[src/rtl/mfio_pkg.sv]
package mfio_pkg;
  localparam int CFG_W = 9;

  typedef struct packed {
    logic ana_en;
    logic pc_en;
    logic ext_en;
    logic rx_en;
    logic tx_en;
    logic od;
    logic pu;
    logic dir;
    logic dout;
  } mfio_cfg_t;

  typedef struct packed {
    logic xtal;
    logic ana;
    logic sec_in;
    logic tx;
    logic rx;
    logic ext;
    logic pc;
  } mfio_fn_t;
endpackage

[src/rtl/mfio_fn_arb.sv]
module mfio_fn_arb
  import mfio_pkg::*;
(
  input  mfio_cfg_t cfg_i,
  input  logic      xtal_i,
  output mfio_fn_t  fn_o
);
  // crystal > analog > secondary input > output functions
  always_comb begin
    fn_o.xtal   = xtal_i;
    fn_o.ana    = cfg_i.ana_en & ~xtal_i;
    fn_o.rx     = cfg_i.rx_en  & ~xtal_i;
    fn_o.ext    = cfg_i.ext_en & ~xtal_i;
    fn_o.pc     = cfg_i.pc_en  & ~xtal_i;
    fn_o.sec_in = fn_o.rx | fn_o.ext | fn_o.pc;
    fn_o.tx     = cfg_i.tx_en  & ~xtal_i;
  end
endmodule

[src/rtl/mfio_drv.sv]
module mfio_drv
  import mfio_pkg::*;
(
  input  mfio_cfg_t cfg_i,
  input  mfio_fn_t  fn_i,
  input  logic      tx_data_i,
  output logic      hi_en_o,
  output logic      lo_en_o,
  output logic      pu_en_o
);
  logic drive, val;

  always_comb begin
    drive   = (cfg_i.dir | fn_i.tx) & ~(fn_i.sec_in | fn_i.ana | fn_i.xtal);
    val     = fn_i.tx ? tx_data_i : cfg_i.dout;
    hi_en_o = drive & val & ~cfg_i.od;
    lo_en_o = drive & ~val;
    pu_en_o = cfg_i.pu;
  end
endmodule

[src/rtl/mfio_in_gate.sv]
module mfio_in_gate
  import mfio_pkg::*;
(
  input  mfio_fn_t fn_i,
  input  logic     rd_n_i,
  input  logic     pad_i,
  output logic     gated_o,
  output logic     rx_o
);
  logic open_gate;

  always_comb begin
    // analog / crystal close the first gate unconditionally
    open_gate = ~(fn_i.ana | fn_i.xtal) & (fn_i.sec_in | ~rd_n_i);
    gated_o   = open_gate & pad_i;
    rx_o      = gated_o & fn_i.rx;
  end
endmodule

[src/rtl/mfio_sync_filt.sv]
module mfio_sync_filt #(
  parameter int SYNC_STAGES = 2,
  parameter int FILT_CYC    = 4,
  localparam int CNT_W      = $clog2(FILT_CYC + 1)
) (
  input  logic clk_i,
  input  logic rst_ni,
  input  logic d_i,
  output logic q_o
);
  logic [SYNC_STAGES-1:0] sq;
  logic [CNT_W-1:0]       cnt;
  logic                   s;

  generate
    if (SYNC_STAGES == 1) begin : g_one
      always_ff @(posedge clk_i or negedge rst_ni)
        if (!rst_ni) sq <= '0;
        else         sq <= d_i;
    end else begin : g_chain
      always_ff @(posedge clk_i or negedge rst_ni)
        if (!rst_ni) sq <= '0;
        else         sq <= {sq[SYNC_STAGES-2:0], d_i};
    end
  endgenerate

  assign s = sq[SYNC_STAGES-1];

  always_ff @(posedge clk_i or negedge rst_ni) begin
    if (!rst_ni) begin
      q_o <= 1'b0;
      cnt <= '0;
    end else if (s == q_o) begin
      cnt <= '0;
    end else if (cnt == CNT_W'(FILT_CYC - 1)) begin
      q_o <= s;
      cnt <= '0;
    end else begin
      cnt <= cnt + 1'b1;
    end
  end
endmodule

[src/rtl/mfio_pin_ctrl.sv]
module mfio_pin_ctrl
  import mfio_pkg::*;
#(
  parameter int FILT_CYC = 4
) (
  input  logic             clk_i,
  input  logic             rst_ni,
  input  logic             cfg_we_i,
  input  logic [CFG_W-1:0] cfg_wdata_i,
  input  logic             xout_cfg_i,
  input  logic             tx_data_i,
  input  logic             rd_n_i,
  input  logic             pad_i,
  output logic             pad_hi_en_o,
  output logic             pad_lo_en_o,
  output logic             pad_pu_en_o,
  output logic             ana_en_o,
  output logic             rx_o,
  output logic             ext_int_o,
  output logic             pcint_o,
  output logic             port_rd_o,
  output logic             pad_rd_o
);
  mfio_cfg_t cfg_q;
  mfio_fn_t  fn;
  logic      gated, lvl;

  always_ff @(posedge clk_i or negedge rst_ni) begin
    if (!rst_ni) begin
      cfg_q    <= '0;
      cfg_q.pu <= 1'b1;
    end else if (cfg_we_i) begin
      cfg_q <= mfio_cfg_t'(cfg_wdata_i);
    end
  end

  mfio_fn_arb u_arb (.cfg_i(cfg_q), .xtal_i(xout_cfg_i), .fn_o(fn));

  mfio_drv u_drv (
    .cfg_i(cfg_q), .fn_i(fn), .tx_data_i(tx_data_i),
    .hi_en_o(pad_hi_en_o), .lo_en_o(pad_lo_en_o), .pu_en_o(pad_pu_en_o)
  );

  mfio_in_gate u_gate (
    .fn_i(fn), .rd_n_i(rd_n_i), .pad_i(pad_i), .gated_o(gated), .rx_o(rx_o)
  );

  mfio_sync_filt #(.SYNC_STAGES(2), .FILT_CYC(FILT_CYC)) u_filt (
    .clk_i(clk_i), .rst_ni(rst_ni), .d_i(gated), .q_o(lvl)
  );

  assign ext_int_o = lvl & fn.ext;
  assign pcint_o   = lvl & fn.pc;
  assign ana_en_o  = fn.ana;
  assign port_rd_o = cfg_q.dir ? cfg_q.dout : (gated & ~rd_n_i);
  assign pad_rd_o  = pad_i;
endmodule

[config.mk]
export PLATFORM = sky130hd
export DESIGN_NAME = mfio_pin_ctrl
export DESIGN_NICKNAME = d
export VERILOG_FILES = /design/src/rtl/mfio_pkg.sv /design/src/rtl/mfio_fn_arb.sv /design/src/rtl/mfio_drv.sv /design/src/rtl/mfio_in_gate.sv /design/src/rtl/mfio_sync_filt.sv /design/src/rtl/mfio_pin_ctrl.sv
export SDC_FILE = /design/constraint.sdc
export NUM_CORES = 1
export LEC_CHECK = 0
export ABC_AREA = 1
export BUFFER_PORTS_ARGS = -buffer_cell sky130_fd_sc_hd__buf_2
export CELL_PAD_IN_SITES_DETAIL_PLACEMENT = 2
export CELL_PAD_IN_SITES_GLOBAL_PLACEMENT = 2
export CORE_UTILIZATION = 28
export CTS_BUF_LIST = sky130_fd_sc_hd__clkbuf_8
export DETAILED_ROUTE_END_ITERATION = 10
export PLACE_DENSITY_LB_ADDON = 0.15
export SLEW_MARGIN = 20
export SYNTH_ARGS = -nofsm -noshare
export SYNTH_HDL_FRONTEND = slang
export SYNTH_HIERARCHICAL = 1
export SYNTH_SLANG_ARGS = --single-unit
[constraint.sdc]
create_clock -name clk_i -period 1.4 [get_ports clk_i]
set_clock_uncertainty 0.1 [all_clocks]
set_input_delay 0.28 -clock clk_i [delete_from_list [all_inputs] [get_ports clk_i]]
set_output_delay 0.28 -clock clk_i [all_outputs]
set_load 0.03 [all_outputs]
==> results.md <==
- Worst-Skew Late Latency: 0.25 ns
- Final Cell Area: around 0.0012 mm^2
- Area growth from synthesis to layout: 50.2%
- Core area: about 0.0028 mm^2
- Hold violation count in the final report: 0
- Die Wd: 55.8 um
- Layout cells sized above 1: 50.7%
- Via count: slightly below 800
- Setup WS post-layout: -0.327 ns
- CP Data Required Time: 1.02 ns
- Critical path class: flop to output port
- Maxcap violations: 0
- DP Area: 995 um^2
- Final period utilization: 123%
- Placer Congestion: just under 0.7
- Top cell type by total area after synthesis: dfrtp_1
- Final Util: 44.1%
- Post-Syn Area per Cell: 7.44 um^2
- Worst vdd ir: approximately 530 uV
- Number of global-route vias before repair: 834
- CTS sink cnt: 15
- WL/cell: roughly 14 um
- Sequential fraction of the synthesis area: between 40 and 50%
- P_leak: around 0.67 nW
- RSZ-0062 raised after global routing: true
- Inserted Diodes: 0
- Starting Density: 29.4%
- Fmax: 579 MHz
- DRT Wirelength: 2440 um
- Detailed placer's ending HPWL: 1620 um
- Routed Antenna Nets: 0
- R2r startpoint: cfg_q[6]
- CP endpoint kind: output port
- Final nets: 162
- Xor/xnor share of the synthesized area: 0%
- DIE HEIGHT: 55.8 um
- Worst Hold Class: input port to flop
- Gr usage total: ~17%
- Die area: 0.00311 mm^2
- Tmin final: 1.73 ns
- Fin. max-slew vios: 0
- Syn Nets: 126
- Total number of H-tree levels: 1
- Status: finished with violations
- CTS max path bufs: 2
- PortBufs: 24
- Number of buffers created by CTS: 3
- DR iter-0 viols: 7
- Worst Setup Start Kind: flop
- Hold_sp: cfg_wdata_i[8]
- Synth area leaders: dfrtp_1 (43%), inv_1 (14%), nand2_1 (12%), nor2_1 (4.2%), o21ai_0 (3.7%)
- First-pass GRT wire length: ~3900 um
- Setup crit start: cfg_q[6]
- Synth Area in Simple Gates: about a quarter
- CP Max Fanout: 2
- Global route overflow: 0
- Final Setup Violations: 7
- Flops & latches, synth: 15
- Synth Area in Compound Gates: 6.64%
- Post-synthesis cell area: 811 um^2
- IO Count: 25
- CTS root buf: clkbuf_8
- Mapped Cells: 109
- Slew headroom: 76.6%
- Core Rows: 19
- Pwr per Cell Area: between 900 and 1000 mW/mm^2
- Antenna violations before repair: 0
- Failing checks: negative setup slack
- CTS clk-pin slew, worst paths: ~0.060 ns
- Main combinational cell family by area after synthesis: simple AND/OR/NAND/NOR gates
- # DRC: 0
- Largest net degree at the start of global routing: 19
- Multiplexer share of the synthesized area: 0%
- Yosys top cell area share: 43.2%
- Synth cell types: 16
- Slew @ Worst Pin: 0.352 ns
- Post-Synth Adder-Cell Area: under 10%
- Vias/cell: roughly 4.5
- Critical path data arrival time: 1.35 ns
- Drt first pass iters: 2
- CTS tree: done
- Synth Warn #: 6
==> layer usage <==
metal	vias to the layer above	track usage [%]	routed length, um
met3	4	4.19	69
met1	382	17.8	944
met5	-	0	0
met2	16	31.5	1390
li1	377	-	-
met4	0	6.27	30
==> flip-flops by register name, indices dropped and copies added (netlist names) <==
signal,flops
cfg_q,9
u_filt/cnt,3
u_filt/sq,2
u_filt/q_o,1
==> metrics by stage <==
step | hold slack, ns | setup slack [ns] | power, mW | cells | TNS, ns
6_report | 0.135 | -0.327 | 1.12 | 175 | -1.51
5_1_grt | 0.145 | -0.408 | 1.19 | 175 | -1.96
4_1_cts | 0.133 | -0.322 | 1.11 | 172 | -1.51
3_5_place_dp | 0.104 | -0.356 | 0.709 | 165 | -1.13
3_3_place_gp | 0.107 | -0.263 | 0.699 | 165 | -0.837
2_1_floorplan | -0.116 | -0.0707 | 0.630 | 109 | -0.0707
==> placed cells by master, fill, tap and decap left out <==
| cell | netlist | layout |
|---|---|---|
| inv_1 | 30 | 24 |
| dlygate4sd3_1 | 0 | 1 |
| nor2_1 | 9 | 3 |
| dfstp_2 | 1 | 1 |
| nand3_2 | 1 | 2 |
| buf_4 | 3 | 9 |
| buf_6 | 2 | 9 |
| inv_2 | 2 | 9 |
| dfrtp_1 | 14 | 14 |
| nor2_4 | 1 | 6 |
| o21ai_1 | 3 | 3 |
| nand2_1 | 26 | 19 |
| ha_1 | 1 | 1 |
| nor2_2 | 0 | 1 |
| o21ai_0 | 6 | 5 |
| nand2_2 | 4 | 11 |
| buf_2 | 0 | 17 |
| nand3_4 | 0 | 3 |
| nand3_1 | 5 | 1 |
| o21ai_2 | 1 | 2 |
| clkbuf_8 | 0 | 3 |
==> worst max-delay path: stages (launching register included) <==
cell and delay, ns:
dfrtp_1 0.40, nand2_2 0.11, nand3_4 0.10, inv_2 0.07, nand2_2 0.06, nand3_4 0.07, inv_2 0.05, nand3_2 0.05
nand2_2 0.05, buf_6 0.13
==> power breakdown <==
part	switching [mW]	leakage [nW]	internal, mW
sequential	0.0227	0.189	0.468
clock	0.151	0.0269	0.194
combinational	0.168	0.449	0.118
total	0.342	0.666	0.780
==> layout make-up <==
class / count / area [um^2]
Tap cell: 31 / 38.8
Sequential cell: 15 / 377
Fill cell: 325 / 1540
Timing Repair Buffer: 36 / 264
Clock buffer: 3 / 41.3
Multi-Input combinational cell: 57 / 373
Inverter: 32 / 120
Clock inverter: 1 / 3.75
==> Yosys cell counts <==
master,instances
o21ai_0,6
o21ai_1,3
ha_1,1
o21ai_2,1
buf_4,3
nand2_1,26
dfrtp_1,14
inv_2,2
dfstp_2,1
nor2_4,1
nor2_1,9
nand2_2,4
nand3_2,1
inv_1,30
nand3_1,5
buf_6,2
==> cell families after synthesis <==
kind of cell,count (synthesis)
flops,15
compound gates,10
buf+inv,37
simple gates,46
fa+ha+maj,1
==> path summary, 6_finish.rpt <==
kind                       cells past startpoint  slack, ns      endpoint
setup reg to reg                               8       0.09  u_filt/sq[0]
hold reg to reg                                0       0.26  u_filt/sq[1]
max in group asynchronous                      2       0.52      cfg_q[2]
hold / removal                                 3       0.13      cfg_q[8]
min in group asynchronous                      2       0.38      cfg_q[6]
setup / recovery                               9      -0.33     port_rd_o
==> what timing repair did <==
item / in CTS / in global routing
gates cloned: 0 / 0
pin swaps: 6 / 9
gates resized for setup: 34 / 10
hold buffers: 1 / 0
endpoints found under the setup margin: 7 / 7
setup buffers: 2 / 4
hold endpoints to repair: 14 / 0
Power figures use the tool's default switching activity.
